**src/rtl/ictseq_pkg.sv**
```systemverilog
package ictseq_pkg;
   typedef enum logic [1:0] {
      STEP_CHARGE = 2'd0,
      STEP_CODE   = 2'd1,
      STEP_COMPL  = 2'd2
   } step_kind_e;
endpackage

```
**src/rtl/ictseq_step_ctrl.sv**
```systemverilog
module ictseq_step_ctrl
   import ictseq_pkg::*;
#(
   parameter int N_CODES = 4,
   parameter int IDX_W   = 2
) (
   input  logic             clk,
   input  logic             rst_n,
   input  logic             start,
   input  logic             mode_rx,
   output logic             busy,
   output logic             rx_q,
   output logic             launch,
   output logic             compare,
   output step_kind_e       kind,
   output logic [IDX_W-1:0] code_idx,
   output logic             done
);
   localparam int N_STEPS = 2 * N_CODES + 2;
   localparam int CNT_W   = $clog2(N_STEPS);
   localparam logic [CNT_W-1:0] LAST = CNT_W'(N_STEPS - 1);

   logic [CNT_W-1:0] cnt;
   logic [CNT_W-1:0] cnt_m1;
   logic             last;

   assign launch = start && !busy;
   assign last   = (cnt == LAST);
   assign cnt_m1 = cnt - CNT_W'(1);

   always_comb begin
      if (cnt == '0)      kind = STEP_CHARGE;
      else if (last)      kind = STEP_COMPL;
      else if (cnt[0])    kind = STEP_CODE;
      else                kind = STEP_CHARGE;
   end

   assign code_idx = IDX_W'(cnt_m1 >> 1);
   assign compare  = busy && (kind != STEP_CHARGE);

   always_ff @(posedge clk) begin
      if (!rst_n) begin
         busy <= 1'b0;
         rx_q <= 1'b0;
         cnt  <= '0;
         done <= 1'b0;
      end else begin
         done <= 1'b0;
         if (launch) begin
            busy <= 1'b1;
            cnt  <= '0;
            rx_q <= mode_rx;
         end else if (busy) begin
            if (last) begin
               busy <= 1'b0;
               done <= 1'b1;
               cnt  <= '0;
            end else begin
               cnt <= cnt + CNT_W'(1);
            end
         end
      end
   end


   run_continues_chk: assert property (@(posedge clk) disable iff (!rst_n)
      (busy && !last) |=> busy);

   step_advance_chk: assert property (@(posedge clk) disable iff (!rst_n)
      (busy && !last) |=> (cnt == $past(cnt) + CNT_W'(1)));

   done_single_chk: assert property (@(posedge clk) disable iff (!rst_n)
      done |=> !done);

   done_on_end_chk: assert property (@(posedge clk) disable iff (!rst_n)
      $fell(busy) |-> done);

   mode_held_chk: assert property (@(posedge clk) disable iff (!rst_n)
      (busy && $past(busy)) |-> $stable(rx_q));
endmodule

```
**src/rtl/ictseq_pattern_gen.sv**
```systemverilog
module ictseq_pattern_gen
   import ictseq_pkg::*;
#(
   parameter int N_PINS  = 16,
   parameter int N_CODES = 4,
   parameter int IDX_W   = 2
) (
   input  logic              clk,
   input  logic              rst_n,
   input  logic              busy,
   input  logic              rx_q,
   input  step_kind_e        kind,
   input  logic [IDX_W-1:0]  code_idx,
   output logic [N_PINS-1:0] pin_oe,
   output logic [N_PINS-1:0] pin_do,
   output logic [N_PINS-1:0] exp_word
);
   logic charging;
   logic drive_ok;

   assign charging = busy && (kind == STEP_CHARGE);
   assign drive_ok = busy && !rx_q;

   for (genvar i = 0; i < N_PINS; i++) begin : g_pin
      localparam logic [N_CODES-1:0] IDX = N_CODES'(i);
      logic code_bit;
      logic top_bit;
      assign code_bit = IDX[code_idx];
      assign top_bit  = IDX[N_CODES-1];
      always_comb begin
         case (kind)
            STEP_CODE:  begin pin_oe[i] = drive_ok && code_bit; exp_word[i] = !code_bit; end
            STEP_COMPL: begin pin_oe[i] = drive_ok && !top_bit; exp_word[i] = top_bit;   end
            default:    begin pin_oe[i] = charging;             exp_word[i] = 1'b1;      end
         endcase
         pin_do[i] = charging;
      end
   end


   charge_all_chk: assert property (@(posedge clk) disable iff (!rst_n)
      charging |-> (pin_oe == '1 && pin_do == '1));

   rx_quiet_chk: assert property (@(posedge clk) disable iff (!rst_n)
      (busy && rx_q && kind != STEP_CHARGE) |-> (pin_oe == '0));

   idle_quiet_chk: assert property (@(posedge clk) disable iff (!rst_n)
      !busy |-> (pin_oe == '0 && pin_do == '0));

   code_low_chk: assert property (@(posedge clk) disable iff (!rst_n)
      (busy && kind != STEP_CHARGE) |-> (pin_do == '0));
endmodule

```
**src/rtl/ictseq_resp_check.sv**
```systemverilog
module ictseq_resp_check #(
   parameter int          N_PINS   = 16,
   parameter logic [N_PINS-1:0] SIG_POLY = N_PINS'(16'h1021)
) (
   input  logic              clk,
   input  logic              rst_n,
   input  logic              clear,
   input  logic              compare,
   input  logic [N_PINS-1:0] pin_di,
   input  logic [N_PINS-1:0] exp_word,
   output logic [N_PINS-1:0] fail_map,
   output logic [N_PINS-1:0] signature
);
   logic [N_PINS-1:0] sig_next;
   logic [N_PINS-1:0] feedback;

   assign feedback = signature[N_PINS-1] ? SIG_POLY : '0;
   assign sig_next = {signature[N_PINS-2:0], 1'b0} ^ feedback ^ pin_di;

   always_ff @(posedge clk) begin
      if (!rst_n || clear) begin
         fail_map  <= '0;
         signature <= '0;
      end else if (compare) begin
         fail_map  <= fail_map | (pin_di ^ exp_word);
         signature <= sig_next;
      end
   end


   mismatch_seen_chk: assert property (@(posedge clk) disable iff (!rst_n)
      (compare && !clear && pin_di != exp_word) |=> (fail_map != '0));

   sig_hold_chk: assert property (@(posedge clk) disable iff (!rst_n)
      (!compare && !clear) |=> $stable(signature));

   map_sticky_chk: assert property (@(posedge clk) disable iff (!rst_n)
      !clear |=> ((fail_map & $past(fail_map)) == $past(fail_map)));
endmodule

```
**src/rtl/ict_pattern_seq.sv**
```systemverilog
module ict_pattern_seq
   import ictseq_pkg::*;
#(
   parameter int N_PINS    = 16,
   parameter int SPAN_PINS = 16,
   parameter logic [N_PINS-1:0] SIG_POLY = N_PINS'(16'h1021)
) (
   input  logic              clk,
   input  logic              rst_n,
   input  logic              start,
   input  logic              mode_rx,
   input  logic [N_PINS-1:0] pin_di,
   output logic [N_PINS-1:0] pin_oe,
   output logic [N_PINS-1:0] pin_do,
   output logic              busy,
   output logic              done,
   output logic              pass,
   output logic [N_PINS-1:0] fail_map,
   output logic [N_PINS-1:0] signature
);
   localparam int N_CODES = $clog2(SPAN_PINS);
   localparam int IDX_W   = (N_CODES > 1) ? $clog2(N_CODES) : 1;

   if (N_PINS < 2) begin : g_bad_pins
      $error("N_PINS must be at least 2");
   end
   if (SPAN_PINS < N_PINS) begin : g_bad_span
      $error("SPAN_PINS must not be below N_PINS");
   end
   if (SIG_POLY[0] != 1'b1) begin : g_bad_poly
      $error("SIG_POLY needs its lowest bit set");
   end

   logic              rx_q;
   logic              launch;
   logic              compare;
   step_kind_e        kind;
   logic [IDX_W-1:0]  code_idx;
   logic [N_PINS-1:0] exp_word;

   ictseq_step_ctrl #(.N_CODES(N_CODES), .IDX_W(IDX_W)) u_ctrl (
      .clk(clk), .rst_n(rst_n), .start(start), .mode_rx(mode_rx),
      .busy(busy), .rx_q(rx_q), .launch(launch), .compare(compare),
      .kind(kind), .code_idx(code_idx), .done(done)
   );

   ictseq_pattern_gen #(.N_PINS(N_PINS), .N_CODES(N_CODES), .IDX_W(IDX_W)) u_pat (
      .clk(clk), .rst_n(rst_n), .busy(busy), .rx_q(rx_q), .kind(kind),
      .code_idx(code_idx), .pin_oe(pin_oe), .pin_do(pin_do), .exp_word(exp_word)
   );

   ictseq_resp_check #(.N_PINS(N_PINS), .SIG_POLY(SIG_POLY)) u_chk (
      .clk(clk), .rst_n(rst_n), .clear(launch), .compare(compare),
      .pin_di(pin_di), .exp_word(exp_word), .fail_map(fail_map), .signature(signature)
   );

   assign pass = (fail_map == '0);


   start_needed_chk: assert property (@(posedge clk) disable iff (!rst_n)
      $rose(busy) |-> $past(start));
endmodule

```
**config.mk**
```make
export PLATFORM = sky130hd
export DESIGN_NAME = ict_pattern_seq
export DESIGN_NICKNAME = d
export VERILOG_FILES = /design/src/rtl/ictseq_pkg.sv /design/src/rtl/ictseq_step_ctrl.sv /design/src/rtl/ictseq_pattern_gen.sv /design/src/rtl/ictseq_resp_check.sv /design/src/rtl/ict_pattern_seq.sv
export SDC_FILE = /design/constraint.sdc
export NUM_CORES = 1
export LEC_CHECK = 0
export ABC_AREA = 1
export BUFFER_PORTS_ARGS = -buffer_cell sky130_fd_sc_hd__buf_2
export CORE_ASPECT_RATIO = 2
export CORE_UTILIZATION = 45
export CTS_CLUSTER_DIAMETER = 30
export DETAILED_ROUTE_END_ITERATION = 7
export GPL_ROUTABILITY_DRIVEN = 0
export GPL_TIMING_DRIVEN = 0
export HOLD_SLACK_MARGIN = 0.15
export PLACE_DENSITY = 0.77
export SYNTH_ARGS = -nofsm -noshare
export SYNTH_HDL_FRONTEND = slang
export SYNTH_SLANG_ARGS = --single-unit
```
**constraint.sdc**
```tcl
create_clock -name clk -period 2.4 [get_ports clk]
set_clock_uncertainty 0.1 [all_clocks]
set_input_delay 0.48 -clock clk [delete_from_list [all_inputs] [get_ports clk]]
set_output_delay 0.48 -clock clk [all_outputs]
set_load 0.05 [all_outputs]
```
==> results of run 1 <==
==> stage by stage <==
step	utilization [%]	hold slack [ns]	std cells	total power, µW	TNS, ns
after floorplan	-	0.3514	311	1036	-4.384
after CTS	80.43	0.3500	499	1872	-11.53
final	83.10	0.3550	506	1926	-13.50
after global routing	83.10	0.3771	506	1988	-15.90
after global placement	62.87	0.3617	454	1135	-14.07
after detailed placement	62.87	0.3645	454	1141	-14.51
==> worst register-to-register path, stage by stage (launching register included) <==
cell	delay, ns
dfxtp_4	0.37
inv_4	0.05
ha_4	0.17
nand3_4	0.09
o211ai_1	0.09
buf_4	0.17
buf_6	0.12
buf_4	0.12
buf_4	0.12
ha_1	0.23
nor2_1	0.23
nor2_1	0.10
nand2_1	0.09
nand3_1	0.16
a21oi_1	0.16
==> flip-flops by register name (all words and copies together) (netlist names) <==
register	count
u_ctrl.cnt	4
u_ctrl.busy	1
u_chk.signature	16
u_ctrl.done	1
u_ctrl.rx_q	1
u_chk.fail_map	16
==> final cells by class <==
cell class / count / area, µm² / area share (%)
Buffer: 24 / 245.2 / 6.010
Clock buffer: 5 / 68.82 / 1.687
Clock inverter: 3 / 43.79 / 1.073
Inverter: 50 / 210.2 / 5.152
Multi-Input combinational cell: 198 / 1540 / 37.75
Sequential cell: 39 / 789.5 / 19.35
Tap cell: 57 / 71.32 / 1.748
Timing Repair Buffer: 130 / 1111 / 27.23
==> layer usage <==
layer	track usage (%)	vias up	wire length, µm
li1	-	1281	-
met3	7.636	67	595
met2	65.01	181	5344
met1	33.12	1344	2938
met5	0	-	0
met4	27.63	0	721
==> repair_timing <==
item | CTS | global route
buffers inserted | 35 | 12
resized for setup | 125 | 22
setup endpoints to repair | 34 | 46
pin swaps | 7 | 10
gates cloned | 2 | 0
hold buffers | 0 | 0
==> cells by family after synthesis <==
logic type               count (synthesis)  synth area share [%]
AO/OA/AOI/OAI                           94                 21.52
buffers and inverters                   74                 15.12
flip-flops                              39                 33.57
adder cells (fa/ha/maj)                 16                 8.607
XOR/XNOR                                18                 6.778
AND/OR/NAND/NOR                         70                 14.42
==> path summary, 6_finish.rpt <==
path	start	endpoint
min	mode_rx	u_ctrl.rx_q
max reg2reg	u_ctrl.cnt[1]	u_chk.fail_map[2]
max	u_ctrl.cnt[1]	pin_do[11]
min reg2reg	u_chk.fail_map[2]	u_chk.fail_map[2]
==> power by group <==
group	internal [µW]	switching, µW
registers	650	9.04
clock network	310	254
logic	295	408
total	1250	671
==> cell usage in the layout, fill, tap and decap left out, types with 2 or more instances in the layout <==
cell / n
a21oi_2: 6
o21ai_1: 6
nand3_1: 9
ha_1: 10
o21ai_4: 12
o21ai_0: 24
a21oi_1: 40
clkinvlp_4: 2
xor2_1: 4
inv_2: 6
nand2_1: 25
dfxtp_4: 2
inv_1: 36
nand3b_1: 2
inv_4: 4
nand4_1: 4
buf_6: 39
nand3_4: 3
nor2_1: 12
nand3_2: 3
buf_12: 3
clkbuf_8: 5
nand2_4: 6
buf_2: 56
dfxtp_1: 36
buf_8: 19
xnor2_1: 14
buf_4: 33
ha_4: 5
o211ai_1: 2
==> results.cfg, run 1 <==
[yosys]
synth_area_per_cell_um2 = 7.479
synth_top_area_share_pct = 33.57
synth.distinct_cells = 27
ys_warn_count = 0
synth_seq_cells = 39
synthTopCellsByCount = inv_1 (46), a21oi_1 (42), dfxtp_1 (39)
synth_edf_count = 0
synth-main-ff-cell = dfxtp_1
yosysMostFrequentCell = inv_1
yosys.area.top_type = dfxtp_1
synth.yosys.seq_area_share_pct = 33.57
syn_area_um2 = 2326
synth_area_leaders = dfxtp_1 (34%), a21oi_1 (9.0%), ha_1 (8.6%), o21ai_0 (8.0%), inv_1 (7.4%)
synth_nets = 347
async_flop_share_pct = 0
netlist_instances = 311

[worst_setup_path]
crit_arrival_ns = 2.31
path_cells = inv_4 -> ha_4 -> nand3_4 -> o211ai_1 -> buf_4 -> buf_6 -> ha_4 -> nand2_4 -> clkinvlp_4 -> buf_6 -> buf_12 -> buf_6 -> buf_8
critPathBufInv = 8
ff2ff_path_depth = 14
critical_path.max_fanout = 6
crit_family = buffers and inverters
cpMaxStageDelayCell = dfxtp_4
worst-r2r-setup-slack_ns = -0.02
cp_num_cells = 13
crit_required_ns = 1.82
worstSetupPathType = register to primary output
worstSetupEndpointType = primary output
crit_top_cell = buf_6
cp-start-kind = register
critPathMaxStageDelay_ns = 0.37

[sta]
fin_ws_ns = -0.4873
rsz0062_at_grt = yes
setup_viol = 33
period_needed_ns = 2.887
worst-slew-pin-transition_ns = 0.4109
maxSlewViolCount = 0
max_slew_margin_pct = 72.60
fin_crit_sh_pct = 120.3
finalHoldViolCount = 0
max_freq_mhz = 346.3

[finish]
num_antenna_cells = 0
stdcell_area_um2 = 4080
drive_gt1_share_pct = 49.22
area_growth_pct = 75.42
nNetsFinal = 484
fillers = 271

[placed_design]
placed_cell_area_um2 = 3087
post-place-ws_ns = -0.5070
port_buffers = 86
place_hpwl_mm = 5.420

[global_routing]
grt_pass1_wl_mm = 14.75
antenna_found_initial = 0
grt_util_all_layers_pct = 36.55
grt_pass1_vias = 2956
grt_overflow = 0
grt_start_max_net_pins = 14

[floorplan]
die_y_um = 103.7
fp-row-count = 36
dieArea_um2 = 5478
ioPinCount = 87
die_x_um = 52.84
core_area_um2 = 4910
start_util_pct = 47.38

[routing]
drc = 0
antenna_left = 0
vias = 2873
wirelength_mm = 9.600
viasPerCell = 5.678
drtIter0Drc = 140
dr.pass1.iters = 5
wl_per_cell_um = 18.97

[clock_network]
cts.sinks = 39
clock_path_buffers = 2
cts_root_buf = clkbuf_8
clk_pin_slew_ns = 0.08
cts-buffers-inserted = 5
insertion_delay_ns = 0.30
cts_tree = done
cts_max_level = 2

[hold_path]
min_path_cells = 3
hold_path_class = input pin to register

[status]
status = finished with violations
violations = negative setup slack

[power]
leakage_uw = 0.001856
p_per_area_nw_per_um2 = 471.9
worst_ir_drop_vdd_uv = 424.4

[run]
max-cap-violations = 0
Note: power is estimated with default switching activity, not from simulation.
==> inputs of run 2 (changes only) <==
--- a/config.mk
+++ b/config.mk
@@ -15,6 +15,7 @@
 export GPL_TIMING_DRIVEN = 0
 export HOLD_SLACK_MARGIN = 0.15
 export PLACE_DENSITY = 0.77
+export SETUP_SLACK_MARGIN = 0.5
 export SYNTH_ARGS = -nofsm -noshare
 export SYNTH_HDL_FRONTEND = slang
 export SYNTH_SLANG_ARGS = --single-unit
==> results.cfg, run 2 (synthesized netlist as in run 1, its figures left out) <==
[status]
status = finished with violations
violations = negative setup slack

[finish]
nNetsFinal = 467
multi_input_area_um2 = 1677
area_growth_pct = 68.69
drive_gt1_share_pct = 59.72
mostFrequentLayoutCell = buf_2
top_regs = u_chk.fail_map: 16 flops, u_chk.signature: 16 flops, u_ctrl.cnt: 4 flops
mostFrequentLayoutCells = buf_2 (54), buf_4 (38), a21oi_1 (32), inv_1 (26), dfxtp_1 (24)
num_antenna_cells = 0
final_util_pct = 79.92
seq_area_um2 = 804.5
fillers = 305

[routing]
drc = 0
drtIter0Drc = 78
wl_per_cell_um = 17.84
vias = 2652
dr.pass1.iters = 6
antenna_left = 0
viasPerCell = 5.423
wirelength_mm = 8.724

[power]
leakage_uw = 0.001737
finalPower_uw = 1826
p_per_area_nw_per_um2 = 465.3
worst_ir_drop_vdd_uv = 481.8

[clock_network]
cts_max_level = 2
clock_path_buffers = 2
cts_tree = done
cts_root_buf = clkbuf_8
cts.sinks = 39
cts-buffers-inserted = 5
clk_pin_slew_ns = 0.08
insertion_delay_ns = 0.31

[placed_design]
port_buffers = 86
place_hpwl_mm = 5.428

[run]
max-cap-violations = 0

[hold_path]
min_path_cells = 3
min_from = mode_rx
hold_path_class = input pin to register

[worst_setup_path]
crit_arrival_ns = 2.33
worstSetupPathType = register to primary output
cpMaxStageDelayCell = dfxtp_4
ff2ff_path_depth = 16
crit_required_ns = 1.82
critical_path.max_fanout = 8
critPathMaxStageDelay_ns = 0.38
path_cells = inv_4 -> ha_4 -> nand2_2 -> o211ai_1 -> buf_4 -> ha_2 -> nand2_2 -> nor2_4 -> buf_4 -> inv_4 -> o21ai_4 -> buf_6
rr_startpoint = u_ctrl.cnt[0]
cp-start-kind = register
worstSetupEndpointType = primary output
crit_path_start = u_ctrl.cnt[0]

[global_routing]
grt_pass1_vias = 2560
grt_pass1_wl_mm = 12.12
grt_util_all_layers_pct = 30.24
grt_start_max_net_pins = 17
antenna_found_initial = 0
grt_overflow = 0

[floorplan]
die_y_um = 103.7
die_x_um = 52.84
core_area_um2 = 4910
ioPinCount = 87
fp-row-count = 36
start_util_pct = 47.38
dieArea_um2 = 5478

[sta]
fin_ws_ns = -0.5074
setup_viol = 32
worst-slew-pin-transition_ns = 0.5180
max_freq_mhz = 344.0
fin_crit_sh_pct = 121.1
max_slew_margin_pct = 65.47
rsz0062_at_grt = yes
maxSlewViolCount = 0
finalHoldViolCount = 0
period_needed_ns = 2.907
-- run 2: cell types whose count changed in the layout (fill, tap and decap cells not counted), sizes merged --
cell / previous run / this run
inv: 47 / 49
clkinvlp: 2 / 1
clkbuf: 8 / 24
buf: 151 / 117
-- run 2: final cells by class --
type / instances / area share, %
plain buffers: 24 / 5.389
clock buffers: 5 / 1.754
clock inverters: 3 / 1.116
inverters: 50 / 5.580
multi-input cells: 198 / 42.73
flip-flops and latches: 39 / 20.50
well taps: 57 / 1.818
repair buffers: 112 / 20.70
repair inverters: 1 / 0.4145
-- run 2: worst paths after layout --
path              slack [ns]                  to
setup / recovery       -0.51          pin_oe[12]
hold / removal          0.34         u_ctrl.rx_q
setup reg to reg        0.21   u_chk.fail_map[1]
hold reg to reg         0.36  u_chk.fail_map[11]
-- run 2: per-stage QoR --
| step | worst slack [ns] | hold slack, ns | cells | TNS (ns) | area, µm² |
|---|---|---|---|---|---|
| after floorplan | -0.2726 | 0.3514 | 311 | -2.762 | 2640 |
| after global placement | -0.4970 | 0.3561 | 454 | -12.07 | 3142 |
| after detailed placement | -0.5255 | 0.3686 | 454 | -12.49 | 3142 |
| after CTS | -0.4817 | 0.3445 | 480 | -14.15 | 3652 |
| after global routing | -0.6198 | 0.3528 | 489 | -16.83 | 3924 |
| final | -0.5074 | 0.3404 | 489 | -13.54 | 3924 |
-- run 2: report_power, final --
group / switching (µW) / internal [µW]
Combinational: 383 / 208
Clock: 266 / 310
Sequential: 8.23 / 650
Total: 658 / 1170
-- run 2: timing repair --
| item | CTS | global route |
|---|---|---|
| gates cloned | 2 | 0 |
| endpoints found under the setup margin | 65 | 63 |
| resized for setup | 89 | 58 |
| hold buffers | 0 | 0 |
| setup buffers | 16 | 9 |
| pin swaps | 24 | 16 |
-- run 2: worst max-delay path: cells and delay by family (launching register included) --
kind | cells | cell delay, ns
compound gates | 2 | 0.24
fa+ha+maj | 2 | 0.38
buf+inv | 5 | 0.64
flops | 1 | 0.38
simple gates | 3 | 0.36
-- run 2: routing by layer --
layer	vias up	GRT usage [%]	routed length, µm
met4	0	22.37	659
met2	133	54.70	4889
met1	1229	27.91	2731
li1	1239	-	-
met5	-	0	0
met3	51	4.405	444
